$ cat src/rtl/bitplane_fetch_sched.sv
module bitplane_fetch_sched #(
  parameter int KEYS    = 16,
  parameter int LANES   = 32,
  parameter int PLANES  = 12,
  parameter int MAX_OUT = 8,
  parameter int DW      = 16,
  localparam int KW = $clog2(KEYS),
  localparam int LW = $clog2(LANES),
  localparam int PW = $clog2(PLANES),
  localparam int OW = $clog2(MAX_OUT + 1)
) (
  input  logic          clk,
  input  logic          rst_n,
  input  logic          start,
  input  logic          sync_en,
  input  logic          thr_pub,
  output logic          req_valid,
  input  logic          req_ready,
  output logic [KW-1:0] req_key,
  output logic [PW-1:0] req_plane,
  input  logic          rsp_valid,
  output logic          rsp_ready,
  input  logic [KW-1:0] rsp_key,
  input  logic [PW-1:0] rsp_plane,
  input  logic [DW-1:0] rsp_data,
  output logic          disp_valid,
  output logic [LW-1:0] disp_lane,
  output logic [KW-1:0] disp_key,
  output logic [PW-1:0] disp_plane,
  output logic [DW-1:0] disp_data,
  input  logic          vrd_valid,
  input  logic [LW-1:0] vrd_lane,
  input  logic          vrd_keep,
  output logic          ret_valid,
  output logic [KW-1:0] ret_key,
  output logic          ret_full,
  output logic          qdone
);

  logic [KEYS-1:0]  pend, live;
  logic [PW-1:0]    nxt [KEYS];
  logic [LANES-1:0] busy;
  logic [KW-1:0]    lkey [LANES];
  logic [PW-1:0]    lplane [LANES];
  logic [OW-1:0]    outst;
  logic [PW-1:0]    pub;
  logic             qact;

  logic          kfound, lfound;
  logic [KW-1:0] sel;
  logic [LW-1:0] fl;

  always_comb begin
    kfound = 1'b0;
    sel    = '0;
    for (int k = KEYS - 1; k >= 0; k--)
      if (pend[k] && (!sync_en || nxt[k] == '0 || pub >= nxt[k])) begin
        kfound = 1'b1;
        sel    = KW'(k);
      end
  end

  always_comb begin
    lfound = 1'b0;
    fl     = '0;
    for (int l = LANES - 1; l >= 0; l--)
      if (!busy[l]) begin
        lfound = 1'b1;
        fl     = LW'(l);
      end
  end

  wire req_fire = req_valid && req_ready;
  wire rsp_fire = rsp_valid && lfound;
  wire [KW-1:0] vkey = lkey[vrd_lane];
  wire [PW-1:0] vpl  = lplane[vrd_lane];
  wire vlast = (vpl == PW'(PLANES - 1));

  assign req_valid  = kfound && (outst < OW'(MAX_OUT));
  assign req_key    = sel;
  assign req_plane  = nxt[sel];
  assign rsp_ready  = lfound;
  assign disp_valid = rsp_fire;
  assign disp_lane  = fl;
  assign disp_key   = rsp_key;
  assign disp_plane = rsp_plane;
  assign disp_data  = rsp_data;
  assign ret_valid  = vrd_valid && (!vrd_keep || vlast);
  assign ret_key    = vkey;
  assign ret_full   = vrd_keep;
  assign qdone      = qact && (live == '0);

  always_ff @(posedge clk) begin
    if (!rst_n) begin
      pend <= '0;
      live <= '0;
      pub  <= '0;
      qact <= 1'b0;
      for (int k = 0; k < KEYS; k++) nxt[k] <= '0;
    end else if (start) begin
      pend <= '1;
      live <= '1;
      pub  <= '0;
      qact <= 1'b1;
      for (int k = 0; k < KEYS; k++) nxt[k] <= '0;
    end else begin
      if (req_fire) pend[sel] <= 1'b0;
      if (vrd_valid) begin
        if (vrd_keep && !vlast) begin
          pend[vkey] <= 1'b1;
          nxt[vkey]  <= vpl + 1'b1;
        end else
          live[vkey] <= 1'b0;
      end
      if (thr_pub && pub != PW'(PLANES - 1)) pub <= pub + 1'b1;
    end
  end

  always_ff @(posedge clk) begin
    if (!rst_n) begin
      busy  <= '0;
      outst <= '0;
      for (int l = 0; l < LANES; l++) begin
        lkey[l]   <= '0;
        lplane[l] <= '0;
      end
    end else begin
      outst <= outst + OW'(req_fire) - OW'(rsp_fire);
      if (vrd_valid) busy[vrd_lane] <= 1'b0;
      if (rsp_fire) begin
        busy[fl]   <= 1'b1;
        lkey[fl]   <= rsp_key;
        lplane[fl] <= rsp_plane;
      end
    end
  end

  p_out_bound_r4: assert property (@(posedge clk) disable iff (!rst_n)
    outst <= OW'(MAX_OUT));
  p_disp_free_r2: assert property (@(posedge clk) disable iff (!rst_n)
    disp_valid |-> !busy[disp_lane]);
  p_verdict_busy_r3: assert property (@(posedge clk) disable iff (!rst_n)
    vrd_valid |-> busy[vrd_lane]);
  p_keep_requeue_r3: assert property (@(posedge clk) disable iff (!rst_n)
    (vrd_valid && vrd_keep && !vlast && !start) |=> pend[$past(vkey)]);
  p_round_gate_r5: assert property (@(posedge clk) disable iff (!rst_n)
    (req_valid && sync_en && req_plane != '0) |-> pub >= req_plane);
  p_done_idle_r6: assert property (@(posedge clk) disable iff (!rst_n)
    qdone |-> (busy == '0 && outst == '0 && !req_valid));
  p_reset_r7: assert property (@(posedge clk)
    $rose(rst_n) |-> (!req_valid && !qdone));

endmodule

$ cat config.mk
export PLATFORM = sky130hd
export DESIGN_NAME = bitplane_fetch_sched
export DESIGN_NICKNAME = d
export VERILOG_FILES = /design/src/rtl/bitplane_fetch_sched.sv
export SDC_FILE = /design/constraint.sdc
export NUM_CORES = 1
export LEC_CHECK = 0
export CAP_MARGIN = 30
export CORE_ASPECT_RATIO = 1.5
export CORE_MARGIN = 2
export CORE_UTILIZATION = 35
export DETAILED_ROUTE_END_ITERATION = 12
export GPL_ROUTABILITY_DRIVEN = 0
export GPL_TIMING_DRIVEN = 0
export HOLD_SLACK_MARGIN = 0.02
export PLACE_DENSITY = 0.59
export SLEW_MARGIN = 5
export SYNTH_ARGS = -nofsm -noshare
export SYNTH_HDL_FRONTEND = slang
export SYNTH_SLANG_ARGS = --single-unit
$ cat constraint.sdc
create_clock -name clk -period 4.1 [get_ports clk]
set_clock_uncertainty 0.05 [all_clocks]
set_input_delay 0.82 -clock clk [delete_from_list [all_inputs] [get_ports clk]]
set_output_delay 0.82 -clock clk [all_outputs]
set_load 0.01 [all_outputs]
==> run summary <==
Status: complete, but fails checks
Violated checks: negative setup slack
Register bit total from synthesis: 393
Synthesized instance count: 1718
Fin nets: 2046
Pin count of the biggest net entering global routing: 15
CTS tree: done
First-iteration detailed-routing DRC count: 1232
RR Endpoint: pend[5]$_SDFF_PN0_
Measured slew at the worst slew-check pin: 936 ps
Post-synth EDFFs: 320
Post-synth top area share: 0.477
HP Class: reg -> reg
Area delta synth->final: 23.9%
F_max: 197 MHz
Cts bufs inserted: 41
Rel. slew slack: 0.370
Final setup violation count: 7
PortBufs: 66
Max Cap Viol: 0
Levels on crit path: 16
CTS Root Cell: clkbuf_16
CP dominant cell by count: buf_12
Num rows: 107
Worst setup endpoint: req_plane[3]
GRT Overall Usage: 0.227
Vias per cell: 5.57
Reg clk slew, reported paths: 60 ps
Crit-path leading delay family: simple AND/OR/NAND/NOR gates
Synth unique cells: 67
Setup TNS: -4490 ps
Global-route wire length before repair: 98300 um
DP Cell Count: 2578
Dpl ws: -2890 ps
Non-Filler Instances: 2732
CTS Hold Buffers Added: 0
FF-to-FF path depth: 18
RR Startpoint: pub[0]$_SDFFE_PP0P_
Total leakage power: 9.41 nW
Post-DP Area: 0.0221 sq mm
Startpoint types: flop
Part of the cycle the worst path needs: 1.24
ANT cells: 0
Hold Fails Final Rpt: 0
Total gr overflow: 0
FILL cells: 5256
Fin. max-slew vios: 0
Routed Antenna Nets: 0
CP required: 3230 ps
Cell area after layout: 0.0250 sq mm
Crit path kind: reg -> out
Syn_nets: 1827
Post-synthesis async set-or-reset flop share: 0
Remaining DRCs: 0
CTS H-tree depth: 2
Layout cells sized above 1: 0.216
Io pins: 85
Critical-path top delay cell: or4_4
Ys Warns: 0
Sequential share of the synthesized area: 0.549
Hold Slack: 426 ps
Area contributors post-synth: edfxtp_1, dfxtp_1, and2_1, mux4_2, ha_1
Placeable Area: 0.0569 sq mm
Unrepaired setup endpoints after global routing: true
Skew-Pair Late Insertion Delay: 580 ps
Cells along the critical path: clkinvlp_4 -> buf_12 -> buf_12 -> buf_12 -> ha_4 -> nand2b_4 -> a31oi_4 -> o21ai_4 -> or4_4 -> o221a_4 -> o311a_4 -> nand2b_4 -> nor2_4 -> a221o_1 -> or4_4 -> buf_6
CTS Buffer Depth: 3
Final setup margin: -976 ps
Final wirelength: 67700 um
Vias: 15200
Vias in the first global route: 15500
Die H: 298 um
Mapped cell area: 0.0201 sq mm
Register-to-register setup slack: 150 ps
Power Dens Cells: 401 mW/mm^2
CP max stage delay: 540 ps
Initial antenna violation count: 2
Leading area contributor after synthesis: edfxtp_1
Buf+Inv Stages, Crit Path: 5
CP Launch Point: pub[0]$_SDFFE_PP0P_
Crit end category: primary output
VDD IR-drop max: 0.371 mV
Mean Syn Cell Area: 11.7 sq um
Starting Density: 0.354
Die area: 0.0595 sq mm
Final HPWL DP: 48700 um
Average wire per standard cell: 24.8 um
CP max FO: 7
TritonRoute pass-1 iters: 5
Die W: 200 um
Clk sinks: 393
Most used DFF post-synth: edfxtp_1
Critical Path AT: 4210 ps
Post-layout min period: 5080 ps
-- registers in the layout, summed over array words and instances (netlist names) --
| register | flops |
|---|---|
| lkey | 128 |
| lplane | 128 |
| nxt | 64 |
| busy | 32 |
| live | 16 |
| pend | 16 |
| outst | 4 |
| pub | 4 |
| qact | 1 |
-- worst reg2reg max path: cells and delay by family, from the launching register on --
kind	cells	cell delay (ps)
AO/OA/AOI/OAI	6	1310
adder cells (fa/ha/maj)	1	200
buffers and inverters	8	1030
flip-flops	1	350
AND/OR/NAND/NOR	3	940
-- kinds of logic after synthesis --
family	after synthesis	synth area share
AO/OA/AOI/OAI	277	0.0921
flip-flops	393	0.549
buffers and inverters	181	0.0399
AND/OR/NAND/NOR	700	0.187
XOR/XNOR	7	0.00304
multiplexers	89	0.0840
adder cells (fa/ha/maj)	71	0.0445
-- metrics by stage --
step | power, W | utilization
6_report | 0.0100 | 0.439
5_1_grt | 0.0103 | 0.439
4_1_cts | 0.00991 | 0.428
3_5_place_dp | 0.00600 | 0.388
3_3_place_gp | 0.00596 | 0.384
2_1_floorplan | 0.00542 | -
-- cells in the mapped netlist (all sizes together), types with 6 or more instances --
cell type / instances
o22ai: 6
nor3: 31
o211ai: 27
o21a: 7
a31oi: 25
ha: 70
nand2: 103
nor2b: 12
mux4: 64
o21ai: 63
nor4: 23
clkbuf: 66
edfxtp: 320
and3: 38
nand3: 13
o31a: 12
and2: 233
buf: 46
nand2b: 64
a22oi: 32
mux2i: 25
dfxtp: 73
o31ai: 8
inv: 68
a21oi: 51
a21o: 10
nor2: 136
a31o: 14
nand4: 18
or2: 7
-- layout make-up --
| class | instances | area, sq um | area share |
|---|---|---|---|
| Buffer | 107 | 779 | 0.0312 |
| Clock buffer | 62 | 1220 | 0.0488 |
| Clock inverter | 13 | 96.3 | 0.00386 |
| Inverter | 69 | 273 | 0.0109 |
| Multi-Input combinational cell | 1144 | 8940 | 0.358 |
| Sequential cell | 393 | 11100 | 0.444 |
| Tap cell | 763 | 955 | 0.0382 |
| Timing Repair Buffer | 181 | 1630 | 0.0651 |
-- power by group --
part,switching (W),internal (W),total (W)
Clock,0.00164,0.00207,0.00370
Combinational,0.000997,0.000732,0.00173
Sequential,0.0000994,0.00449,0.00459
-- cell usage in the layout, fill, tap and decap left out, types with 12 or more instances in the layout --
master             n
a22oi_1           26
clkdlybuf4s50_1   50
nand2_1           98
a21oi_1           48
and2_1           230
buf_6             24
o211ai_1          27
a31o_2            12
and3_1            37
nor2_1           129
mux2i_1           16
a31oi_1           19
nand3_1           12
nor4_1            19
buf_4            102
inv_1             63
clkbuf_16         44
nand4_1           18
buf_2             24
edfxtp_1         320
ha_1              64
o21ai_0           41
buf_12            14
mux4_2            64
nand2b_1          61
nor3_1            29
dfxtp_1           69
clkbuf_1          64
o31a_1            12
-- worst min-delay path by stage --
| stage | start | end | cells past startpoint |
|---|---|---|---|
| finish | live[3]$_SDFFE_PN0P_ | live[3]$_SDFFE_PN0P_ | 2 |
| global route | live[7]$_SDFFE_PN0P_ | live[7]$_SDFFE_PN0P_ | 2 |
| CTS | live[7]$_SDFFE_PN0P_ | live[7]$_SDFFE_PN0P_ | 2 |
| detailed placement | live[3]$_SDFFE_PN0P_ | live[3]$_SDFFE_PN0P_ | 2 |
| global placement | qact$_SDFFE_PN0P_ | qact$_SDFFE_PN0P_ | 2 |
| floorplan | qact$_SDFFE_PN0P_ | qact$_SDFFE_PN0P_ | 2 |
-- per-layer routing --
layer  up-vias  track usage  part of all wire
met5         -            0           0.00027
met4         4        0.144             0.075
met3       249       0.0415             0.067
met2       718        0.406              0.51
met1      7511        0.244              0.34
li1       6733            -                 -
-- timing repair --
action | in CTS | in global routing
setup endpoints to repair | 196 | 56
buffers inserted | 51 | 32
resized for setup | 174 | 96
pin swaps | 38 | 29
Note: power is estimated with default switching activity, not from simulation.
